## src/rtl/clkpwr_pkg.sv

```systemverilog
package clkpwr_pkg;

    typedef enum logic [1:0] {
        ST_RUN   = 2'd0,
        ST_IDLE  = 2'd1,
        ST_PDOWN = 2'd2
    } gate_state_e;

    typedef enum logic [1:0] {
        HM_NONE     = 2'd0,
        HM_IDLE     = 2'd1,
        HM_PDOWN    = 2'd2,
        HM_NONE_ALT = 2'd3
    } halt_mode_e;

endpackage

```

## src/rtl/clkpwr_cfg_regs.sv

```systemverilog
module clkpwr_cfg_regs
    import clkpwr_pkg::*;
#(
    parameter int SEL_W     = 3,
    parameter int MAX_SHIFT = 6,
    localparam int FACT_W   = MAX_SHIFT + 1
) (
    input  logic              clk_i,
    input  logic              rst_ni,
    input  logic              wr_i,
    input  logic [1:0]        mode_i,
    input  logic              psave_i,
    input  logic [SEL_W-1:0]  sel_i,
    output halt_mode_e        mode_o,
    output logic [FACT_W-1:0] factor_o
);

    logic [1:0]       mode_q;
    logic             psave_q;
    logic [SEL_W-1:0] sel_q;

    always_ff @(posedge clk_i or negedge rst_ni) begin
        if (!rst_ni) begin
            mode_q  <= 2'd0;
            psave_q <= 1'b0;
            sel_q   <= '0;
        end else if (wr_i) begin
            mode_q  <= mode_i;
            psave_q <= psave_i;
            sel_q   <= sel_i;
        end
    end

    assign mode_o = halt_mode_e'(mode_q);

    // Codes 1..MAX_SHIFT-1 map to 2^(code+1); everything else is divide-by-1.
    always_comb begin
        factor_o = FACT_W'(1);
        if (psave_q && (int'(sel_q) >= 1) && (int'(sel_q) <= MAX_SHIFT - 1)) begin
            factor_o = FACT_W'(1) << (int'(sel_q) + 1);
        end
    end

endmodule

```

## src/rtl/clkpwr_divider.sv

```systemverilog
module clkpwr_divider #(
    parameter int FACT_W   = 7,
    parameter int BASE_DIV = 2,
    localparam int PER_W   = FACT_W + $clog2(BASE_DIV)
) (
    input  logic              clk_i,
    input  logic              rst_ni,
    input  logic              freeze_i,
    input  logic [FACT_W-1:0] factor_i,
    output logic              tick_o
);

    logic [PER_W-1:0] cnt_q;
    logic [PER_W-1:0] per_q;
    logic [PER_W-1:0] per_req;

    assign per_req = PER_W'(int'(factor_i) * BASE_DIV);
    assign tick_o  = !freeze_i && (cnt_q == per_q - PER_W'(1));

    always_ff @(posedge clk_i or negedge rst_ni) begin
        if (!rst_ni) begin
            cnt_q <= '0;
            per_q <= PER_W'(BASE_DIV);
        end else if (!freeze_i) begin
            if (tick_o) begin
                cnt_q <= '0;
                per_q <= per_req;
            end else begin
                cnt_q <= cnt_q + PER_W'(1);
            end
        end
    end

    assert_period_held_R5: assert property (@(posedge clk_i) disable iff (!rst_ni)
        !tick_o |=> $stable(per_q));

    assert_phase_in_range_R3: assert property (@(posedge clk_i) disable iff (!rst_ni)
        cnt_q < per_q);

    assert_phase_frozen_R7: assert property (@(posedge clk_i) disable iff (!rst_ni)
        freeze_i |=> $stable(cnt_q));

endmodule

```

## src/rtl/clkpwr_gate_fsm.sv

```systemverilog
module clkpwr_gate_fsm
    import clkpwr_pkg::*;
(
    input  logic        clk_i,
    input  logic        rst_ni,
    input  logic        halt_i,
    input  logic        wake_i,
    input  halt_mode_e  mode_i,
    input  logic        tick_i,
    output logic        freeze_o,
    output logic        core_ce_o,
    output logic        periph_ce_o,
    output logic        osc_run_o
);

    gate_state_e state_q, state_d;

    always_comb begin
        state_d = state_q;
        unique case (state_q)
            ST_RUN: begin
                if (halt_i) begin
                    unique case (mode_i)
                        HM_IDLE:  state_d = ST_IDLE;
                        HM_PDOWN: state_d = ST_PDOWN;
                        default:  state_d = ST_RUN;
                    endcase
                end
            end
            ST_IDLE:  if (wake_i) state_d = ST_RUN;
            ST_PDOWN: if (wake_i) state_d = ST_RUN;
            default:  state_d = ST_RUN;
        endcase
    end

    always_ff @(posedge clk_i or negedge rst_ni) begin
        if (!rst_ni) state_q <= ST_RUN;
        else         state_q <= state_d;
    end

    always_comb begin
        freeze_o    = 1'b0;
        core_ce_o   = 1'b0;
        periph_ce_o = 1'b0;
        osc_run_o   = 1'b1;
        unique case (state_q)
            ST_RUN: begin
                core_ce_o   = tick_i;
                periph_ce_o = tick_i;
            end
            ST_IDLE: begin
                periph_ce_o = tick_i;
            end
            ST_PDOWN: begin
                freeze_o  = 1'b1;
                osc_run_o = 1'b0;
            end
            default: ;
        endcase
    end

    assert_wake_resumes_R9: assert property (@(posedge clk_i) disable iff (!rst_ni)
        (state_q != ST_RUN && wake_i) |=> (state_q == ST_RUN && osc_run_o));

    assert_none_ignores_halt_R8: assert property (@(posedge clk_i) disable iff (!rst_ni)
        (state_q == ST_RUN && (mode_i == HM_NONE || mode_i == HM_NONE_ALT)) |=> state_q == ST_RUN);

    assert_idle_core_only_R6: assert property (@(posedge clk_i) disable iff (!rst_ni)
        (state_q == ST_RUN && halt_i && mode_i == HM_IDLE) |=> (!core_ce_o && osc_run_o));

    assert_pdown_all_off_R7: assert property (@(posedge clk_i) disable iff (!rst_ni)
        (state_q == ST_RUN && halt_i && mode_i == HM_PDOWN) |=> (!osc_run_o && !periph_ce_o));

endmodule

```

## src/rtl/clk_pwr_ctrl.sv

```systemverilog
module clk_pwr_ctrl
    import clkpwr_pkg::*;
#(
    parameter int SEL_W     = 3,
    parameter int MAX_SHIFT = 6,
    parameter int BASE_DIV  = 2,
    localparam int FACT_W   = MAX_SHIFT + 1
) (
    input  logic             clk_i,
    input  logic             rst_ni,
    input  logic             cfg_wr_i,
    input  logic [1:0]       cfg_halt_mode_i,
    input  logic             cfg_psave_en_i,
    input  logic [SEL_W-1:0] cfg_div_sel_i,
    input  logic             halt_i,
    input  logic             wake_i,
    output logic             core_ce_o,
    output logic             periph_ce_o,
    output logic             osc_run_o
);

    halt_mode_e        mode;
    logic [FACT_W-1:0] factor;
    logic              tick;
    logic              freeze;

    clkpwr_cfg_regs #(.SEL_W(SEL_W), .MAX_SHIFT(MAX_SHIFT)) u_cfg (
        .clk_i    (clk_i),
        .rst_ni   (rst_ni),
        .wr_i     (cfg_wr_i),
        .mode_i   (cfg_halt_mode_i),
        .psave_i  (cfg_psave_en_i),
        .sel_i    (cfg_div_sel_i),
        .mode_o   (mode),
        .factor_o (factor)
    );

    clkpwr_divider #(.FACT_W(FACT_W), .BASE_DIV(BASE_DIV)) u_div (
        .clk_i    (clk_i),
        .rst_ni   (rst_ni),
        .freeze_i (freeze),
        .factor_i (factor),
        .tick_o   (tick)
    );

    clkpwr_gate_fsm u_fsm (
        .clk_i       (clk_i),
        .rst_ni      (rst_ni),
        .halt_i      (halt_i),
        .wake_i      (wake_i),
        .mode_i      (mode),
        .tick_i      (tick),
        .freeze_o    (freeze),
        .core_ce_o   (core_ce_o),
        .periph_ce_o (periph_ce_o),
        .osc_run_o   (osc_run_o)
    );

    assert_core_needs_periph_R10: assert property (@(posedge clk_i) disable iff (!rst_ni)
        core_ce_o |-> periph_ce_o);

    assert_osc_off_silences_R7: assert property (@(posedge clk_i) disable iff (!rst_ni)
        !osc_run_o |-> (!core_ce_o && !periph_ce_o));

endmodule

```

## config.mk

```make
export PLATFORM = sky130hd
export DESIGN_NAME = clk_pwr_ctrl
export DESIGN_NICKNAME = d
export VERILOG_FILES = /design/src/rtl/clkpwr_pkg.sv /design/src/rtl/clkpwr_cfg_regs.sv /design/src/rtl/clkpwr_divider.sv /design/src/rtl/clkpwr_gate_fsm.sv /design/src/rtl/clk_pwr_ctrl.sv
export SDC_FILE = /design/constraint.sdc
export NUM_CORES = 1
export LEC_CHECK = 0
export ABC_CLOCK_PERIOD_IN_PS = 2000
export BUFFER_PORTS_ARGS = -buffer_cell sky130_fd_sc_hd__clkbuf_2
export CAP_MARGIN = 10
export CORE_MARGIN = 4
export CORE_UTILIZATION = 51
export DETAILED_ROUTE_END_ITERATION = 6
export GPL_ROUTABILITY_DRIVEN = 0
export GPL_TIMING_DRIVEN = 0
export PLACE_DENSITY = 0.73
export SETUP_SLACK_MARGIN = 0.15
export SYNTH_ARGS = -nofsm -noshare
export SYNTH_HDL_FRONTEND = slang
export SYNTH_HIERARCHICAL = 1
export SYNTH_SLANG_ARGS = --single-unit
```

## constraint.sdc

```tcl
create_clock -name clk_i -period 2 [get_ports clk_i]
set_input_delay 0.1 -clock clk_i [delete_from_list [all_inputs] [get_ports clk_i]]
set_output_delay 0.1 -clock clk_i [all_outputs]
set_load 0.02 [all_outputs]
```

==> impl_results.md, run 1 <==
- EDFF count, synth: 0
- Crit path buffers/inverters: 2
- Clock Pin Slew Worst Setup and Hold Paths: between 0.1 and 0.15 ns
- Wirelength, routed: 2383 um
- HPWL Detailed: ~1700 um
- H-tree depth: 1
- Total global routing track utilization: approximately 16%
- Asr flop ratio synth: 100.0%
- Remaining DRCs: 0
- Max-cap violations: 0
- Crit path max-delay family: flip-flops
- DR vias/cell: about 5.3
- Fillers: slightly below 200
- Commonest non-fill, non-tap cell in the layout: dfrtp_1
- CTS Root Cell: clkbuf_4
- Hold Slack: between 0.001 and 0.0015 ns
- Critical path fanouts, max: 4
- First-pass GRT wire length: roughly 4200 um
- Worst slew pin tran: about 0.56 ns
- Clk pwr share: ~14%
- CTS tree: yes
- Final setup vio count: 16
- Final net count: ~160
- Switching Fraction: between 30 and 40%
- Vias in the first global route: around 970
- Crit Path Class: reg2out
- Rows: 18
- TNS Setup: -1.309 ns
- Peak supply drop: about 1.0 mV
- Pin count of the biggest net entering global routing: 24
- Max Slew Vio Count: 0
- GRT overflow: 0
- Register area share after synthesis: a little over two fifths
- Max Fclk: ~0.46 GHz
- Hold Fails Final Rpt: 0
- Pint: 954.7 uW
- ANT nets after route: 0
- Clock tree buffer depth: 2
- Commonest non-fill, non-tap cells in the layout: 22 x dfrtp_1, 10 x clkbuf_2, 7 x xor2_1, 7 x nor2_1, 7 x mux2_4
- N_diodes: 0
- First DRT Iteration DRCs: 20
- Leak Pwr: slightly below 0.8 nW
- Syn_nets: 136
- Die Area: 0.003469 mm2
- Worst path slowest cell: dfstp_2
- Sink Count: 23
- Share of cells above drive strength 1: 37.24%
- Starting Density: a little over half
- Worst slack at placement: -0.4002 ns
- Initial antenna violation count: 0
- I/O Pins: 14
- Tcrit/Tclk final: 108.1%
- Layout area overhead: 25.00%
- Cell area power density: approximately 930 mW/mm2
- Cells after synthesis: 120
- Startpoint Class: flop
- Combinational Power Share: 40.5%
- Synth Area per Inst: between 10 and 15 um2
- Ys flop type: dfrtp_1
- Worst Path Required: about 1.9 ns
- Worst hold path type: in2reg
- Relative slew margins: 62.49%
- CP arrival: about 2.1 ns
- Critical Path, Cell by Cell: inv_2 > ha_4 > xor2_2 > xnor2_2 > nand3_2 > nor3_4 > o21a_1 > clkbuf_8
- Synthesized area: 0.001321 mm2
- Failing checks: negative setup slack
- Core area: ~0.0025 mm2
- Unrepaired setup endpoints after global routing: true
- PortBufs: 12
- Status: complete, but fails checks
- Sequential share of power: 45.6%
- Die height: between 50 and 60 um
- Clk_lat worst skew: ~0.31 ns
- Synth Register Bits: 23
- Wire per inst: approximately 14 um
- Drt pass-1 iters: 4
- Die width: between 50 and 60 um
- Ys Warns: 6
- Slowest cell delay on critical path: 0.57 ns
- Psw: about 580 uW
- Tmin final: around 2.2 ns
- Setup skew after layout: 0.0004706 ns
- Crit. End Element: primary output
- Post-route setup slack: -0.1611 ns
- Vias: 926
- Post-synth cell types: 40
- TritonCTS Buffers: 3
power groups by stage:
stage / Clock [mW] / Sequential (mW) / Combinational (mW)
6_report: 0.214 / 0.700 / 0.622
5_1_grt: 0.241 / 0.721 / 0.714
4_1_cts: 0.216 / 0.696 / 0.591
3_5_place_dp: 0 / 0.706 / 0.580
3_3_place_gp: 0 / 0.699 / 0.554
2_1_floorplan: 0 / 0.672 / 0.486
flip-flops by register name, summed over array words and instances (netlist names):
signal         cells
u_div/cnt_q        8
u_div/per_q        7
u_cfg/sel_q        3
u_cfg/mode_o       2
u_fsm/state_q      2
u_cfg/psave_q      1
repair_timing:
action,CTS,global route
endpoints found under the hold margin,22,1
pin swaps,8,6
hold buffers,1,1
setup endpoints to repair,16,16
setup buffers,7,0
gates resized for setup,18,11
cell usage after synthesis (2+ instances only):
library cell  number  area, um2
dfrtp_1           22      550.5
mux2_1            11      123.9
xor2_1             9      78.83
inv_1              7      26.28
nor2_1             7      26.28
xnor2_1            7      61.31
nand2_1            6      22.52
ha_1               5      62.56
nand3_1            5      25.02
and3_1             3      18.77
nor3_1             3      15.01
and4b_1            2      20.02
mux2_2             2      22.52
mux2i_1            2      20.02
nand3b_1           2      15.01
nor3b_1            2      15.01
o21ai_1            2      10.01
path summary, 6_finish.rpt:
path / from / endpoint / slack (ns) / cells past startpoint
worst max-delay path: u_div/per_q[1] / periph_ce_o / -0.16 / 8
worst min-delay path: cfg_halt_mode_i[1] / u_cfg/mode_o[1] / 0.001 / 2
worst max register to register: u_div/per_q[1] / u_div/per_q[2] / -0.14 / 7
worst min register to register: u_cfg/mode_o[1] / u_cfg/mode_o[1] / 0.54 / 1
max in group asynchronous: rst_ni / u_div/per_q[1] / 1.32 / 2
min in group asynchronous: rst_ni / u_cfg/sel_q[1] / 0.31 / 2
layer usage:
layer / up-vias / part of all wire, % / GRT usage, %
li1: 457 / - / -
met1: 448 / 48 / 21.32
met2: 17 / 48 / 25.87
met3: 4 / 2.6 / 2.193
met4: 0 / 1.5 / 5.502
met5: - / 0 / 0
cell families after synthesis:
family | after synthesis | share of synthesized area, %
multiplexers | 15 | 12.59
AND/OR/NAND/NOR | 42 | 20.46
XOR/XNOR | 16 | 10.61
buffers and inverters | 11 | 4.072
adder cells (fa/ha/maj) | 5 | 4.735
flip-flops | 23 | 43.66
other | 1 | 0.2838
AO/OA/AOI/OAI | 7 | 3.599
through the flow:
| stage | power (mW) | instance area [um2] | std cells | util (%) |
|---|---|---|---|---|
| 2_1_floorplan | 1.158 | 1331 | 120 | - |
| 6_report | 1.536 | 1652 | 175 | 66.67 |
| 3_3_place_gp | 1.254 | 1429 | 162 | 57.68 |
| 3_5_place_dp | 1.285 | 1429 | 162 | 57.68 |
| 5_1_grt | 1.676 | 1652 | 175 | 66.67 |
| 4_1_cts | 1.503 | 1593 | 174 | 64.29 |
final cells by class:
cell class,count,area [um2],share of cell area [%]
Tap cell,30,37.54,2.273
Multi-Input combinational cell,86,790.8,47.88
Sequential cell,23,576.8,34.92
Inverter,8,30.03,1.818
Clock buffer,4,26.28,1.591
Buffer,3,23.77,1.439
Timing Repair Buffer,21,166.4,10.08
(Power assumes the default switching activity.)
==> inputs of run 2 (changes only) <==
--- a/config.mk
+++ b/config.mk
@@ -5,15 +5,17 @@
 export SDC_FILE = /design/constraint.sdc
 export NUM_CORES = 1
 export LEC_CHECK = 0
+export ABC_AREA = 1
 export ABC_CLOCK_PERIOD_IN_PS = 2000
 export BUFFER_PORTS_ARGS = -buffer_cell sky130_fd_sc_hd__clkbuf_2
 export CAP_MARGIN = 10
+export CORE_ASPECT_RATIO = 0.6
 export CORE_MARGIN = 4
-export CORE_UTILIZATION = 51
+export CORE_UTILIZATION = 53
 export DETAILED_ROUTE_END_ITERATION = 6
 export GPL_ROUTABILITY_DRIVEN = 0
 export GPL_TIMING_DRIVEN = 0
-export PLACE_DENSITY = 0.73
+export PLACE_DENSITY = 0.75
 export SETUP_SLACK_MARGIN = 0.15
 export SYNTH_ARGS = -nofsm -noshare
 export SYNTH_HDL_FRONTEND = slang
==> run 2 against run 1 <==
Net effect:
- the flow still finishes with violations (negative setup slack)
- clock power grew 41%
- critical endpoint unchanged
- synthesized area is 20% higher
- register-to-register slack improved by 0.14 ns
- sequential share of layout area decreased by 5.3 points
- hold slack better by 0.032 ns
- clock skew is 0.0065 ns higher
- core utilization up 1.2 points
- first-iteration DRC count rose to 4.7 times the previous value
- flip-flop and latch count did not move
==> impl_results.md, run 2 <==
- Core area: 0.002872 mm2 (+16%)
- Post-route setup slack: -0.1692 ns (-0.008040 ns)
- Setup skew after layout: 0.007004 ns (+0.006533 ns)
- Reg-to-reg endpoint: u_div/per_q[4]
- Drt pass-1 iters: 4 (unchanged)
- Final setup vio count: 2 (-14)
- First-pass GRT wire length: 5733 um (+37%)
- Critical path startpoint: u_div/per_q[1]
- Levels on crit path: 13 (+5)
- R2R setup slack: 0 ns (+0.14 ns)
- Crit path max-delay family: simple AND/OR/NAND/NOR gates
- Worst Path Required: 1.90 ns (about the same)
- ANT nets after route: 0 (unchanged)
- Tcrit/Tclk final: 108.5% (+0.40 points)
- Hold Fails Final Rpt: 0 (unchanged)
- Die width: 78.64 um (+34%)
- Critical path fanouts, max: 4 (unchanged)
- Peak supply drop: 0.6634 mV (-34%)
- Vias: 1336 (+44%)
- Max Slew Vio Count: 0 (unchanged)
- Commonest non-fill, non-tap cell in the layout: nand2_1
- Pin count of the biggest net entering global routing: 24 (unchanged)
- Switching Fraction: 48.69% (+11 points)
- GRT overflow: 0 (unchanged)
- Worst path slowest cell: dfstp_2
- Commonest non-fill, non-tap cells in the layout: 65 x nand2_1, 27 x inv_1, 22 x dfrtp_1
- RR Startpoint: u_div/per_q[1]
- First DRT Iteration DRCs: 94 (+370%)
- Status: complete, but fails checks
- Cells after synthesis: 214 (+78%)
- Synth cell count leaders: 70 x nand2_1, 30 x inv_1, 22 x dfrtp_1, 22 x nand3_1, 14 x nor2_1
- Die Area: 0.003962 mm2 (+14%)
- DR top layer: met4
- Wirelength, routed: 3189 um (+34%)
- Final net count: 260 (+60%)
- TNS Setup: -0.3098 ns (+0.9994 ns)
- Cell area power density: 1489 mW/mm2 (+60%)
- Die height: 50.38 um (-14%)
- Critical Path, Cell by Cell: inv_2 > ha_4 > inv_2 > nand2_2 > nand3_4 > nor2_4 > nand2_4 > nor2_8 > nand2_8 > inv_12 > nand2_8 > nand2_4 > clkbuf_8
- Clock Pin Slew Worst Setup and Hold Paths: 0.08 ns (-0.04 ns)
- Crit. End Element: primary output
- CTS Root Cell: clkbuf_8
- DR WL met2: 1293 um (+13%)
- I/O Pins: 14 (unchanged)
- Synth top area share: 34.70% (-7.0 points)
- Synth Register Bits: 23 (unchanged)
- Startpoint Class: flop
- Dominant cell type by area after synthesis: dfrtp_1
- Worst hold path type: in2reg
- Power, Total: 2.900 mW (+89%)
- CTS tree: yes
- Final instance area: 0.001948 mm2 (+18%)
- Top-count cell post-synth: nand2_1
- Dpl cell area: 0.001750 mm2 (+23%)
- WL met1: 1675 um (+48%)
- Register area share after synthesis: 36.36% (-7.3 points)
- N_diodes: 0 (unchanged)
- Vias in the first global route: 1243 (+29%)
- Relative slew margins: 61.02% (-1.5 points)
- Starting Density: 55.25% (+1.9 points)
- Worst r2r path cells: 13 (+6)
- Worst slew pin tran: 0.5847 ns (+0.02195 ns)
- Slowest cell delay on critical path: 0.57 ns (about the same)
- Worst slack at placement: -0.1443 ns (+0.2560 ns)
- EDFF count, synth: 0 (unchanged)
- H-tree depth: 1 (unchanged)
- Rows: 15 (-3)
- Clk pwr share: 10.4% (-3.5 points)
- Psw: 1.412 mW (+140%)
- PortBufs: 13 (+1)
- Ys flop type: dfrtp_1
- Leak Pwr: 1.041 nW (+34%)
- Pint: 1.488 mW (+56%)
- Max reg flops: 8 (unchanged)
- Syn_nets: 230 (+69%)
- Failing checks: negative setup slack
- Sequential share of power: 27.4% (-18 points)
- Largest register by flop count: u_div/cnt_q
- Fillers: 235 (+18%)
- Tmin final: 2.169 ns (+0.008040 ns)
- TritonCTS Buffers: 3 (unchanged)
- Synthesized area: 0.001587 mm2 (+20%)
- Wire per inst: 11.19 um (-18%)
- Sink Count: 23 (unchanged)
- Asr flop ratio synth: 100.0% (unchanged)
- Max Fclk: 0.4610 GHz (-0.37%)
- Crit Path Class: reg2out
- Multi-input logic area: 920.9 um2 (+16%)
- Total global routing track utilization: 18.66% (+2.9 points)
- HPWL Detailed: 2270 um (+37%)
- Layout area overhead: 22.79%
- Max-cap violations: 0 (unchanged)
- Clk_lat worst skew: 0.27 ns (-0.04 ns)
- DR vias/cell: 4.688 (-11%)
- Largest registers: u_div/cnt_q (8), u_div/per_q (7), u_cfg/sel_q (3)
- Worst setup path endpoint: periph_ce_o
- Seq. cell area: 576.8 um2 (unchanged)
- Met3 WL: 191 um (+210%)
- CP arrival: 2.07 ns (about the same)
- Clock tree buffer depth: 2 (unchanged)
- Ys Warns: 6 (unchanged)
- Unrepaired setup endpoints after global routing: true
- Combinational Power Share: 62.2% (+22 points)
- Remaining DRCs: 0 (unchanged)
- Synth Area per Inst: 7.414 um2 (-33%)
- Post-synth cell types: 27 (-33%)
- Crit path buffers/inverters: 4 (+2)
- Top post-synthesis cells by area: dfrtp_1 35%, nand2_1 17%, inv_1 7.1%, nand3_1 6.9%, nor2_4 4.3%
- Initial antenna violation count: 0 (unchanged)
- Share of cells above drive strength 1: 28.81% (-8.4 points)
==> run 2: stage by stage <==
step | hold slack (ns) | instances | utilization (%)
floorplan | -0.1956 | 214 | -
global placement | 0.1258 | 269 | 60.96
detailed placement | 0.1327 | 269 | 60.96
CTS | 0.02387 | 281 | 66.23
global route | 0.02698 | 285 | 67.84
finish | 0.03362 | 285 | 67.84
==> run 2: worst min path at each step <==
stage	from	end	cells past startpoint
global route	cfg_halt_mode_i[0]	u_cfg/mode_o[0]	3
floorplan	rst_ni	u_cfg/mode_o[0]	0
CTS	cfg_div_sel_i[0]	u_cfg/sel_q[0]	3
finish	cfg_div_sel_i[0]	u_cfg/sel_q[0]	3
detailed placement	rst_ni	u_div/per_q[2]	1
global placement	rst_ni	u_div/cnt_q[4]	1
==> run 2: logic make-up (layout without fill, tap and decap cells) <==
family	after synthesis	in the layout	share of synthesized area (%)
and+or+nand+nor	126	126	40.14
DFF	23	23	36.36
buffers and inverters	39	68	10.41
adders and majority gates	5	5	3.943
other	1	1	0.2364
xor gates and xnor gates	8	8	4.890
AOI/OAI and AO/OA	12	12	4.022
==> run 2: cell type report <==
cell class                      instances  area share (%)
Buffer                                  2          0.9634
Sequential cell                        23           29.61
Tap cell                               42           2.697
Inverter                               37           7.900
Clock buffer                            3           2.119
Clock inverter                          1          0.3854
Multi-Input combinational cell        152           47.27
Timing Repair Buffer                   25           9.056
==> run 2: per-layer routing <==
metal  vias up  GRT usage [%]
met1       586          27.68
li1        712              -
met2        34          27.89
met5         -              0
met3         4          4.301
met4         0          3.488
==> run 2: power groups by stage <==
stage               combinational (mW)  clock [mW]  sequential [mW]
floorplan                         1.32           0            0.754
global placement                  1.50           0            0.799
detailed placement                1.53           0            0.799
CTS                               1.66       0.316            0.787
global route                      2.01       0.341            0.816
finish                            1.80       0.301            0.794
==> run 2: worst reg2reg max path, delay by kind of cell (launching register included) <==
| kind | cells | cell delay, ns |
|---|---|---|
| and+or+nand+nor | 8 | 0.66 |
| DFF | 1 | 0.57 |
| adders and majority gates | 1 | 0.26 |
| buffers and inverters | 4 | 0.39 |
==> run 2: timing repair <==
action,in CTS,in global routing
hold buffers,1,0
resized for setup,10,6
endpoints found under the hold margin,22,0
pin swaps,5,6
setup buffers,7,4
endpoints found under the setup margin,14,14
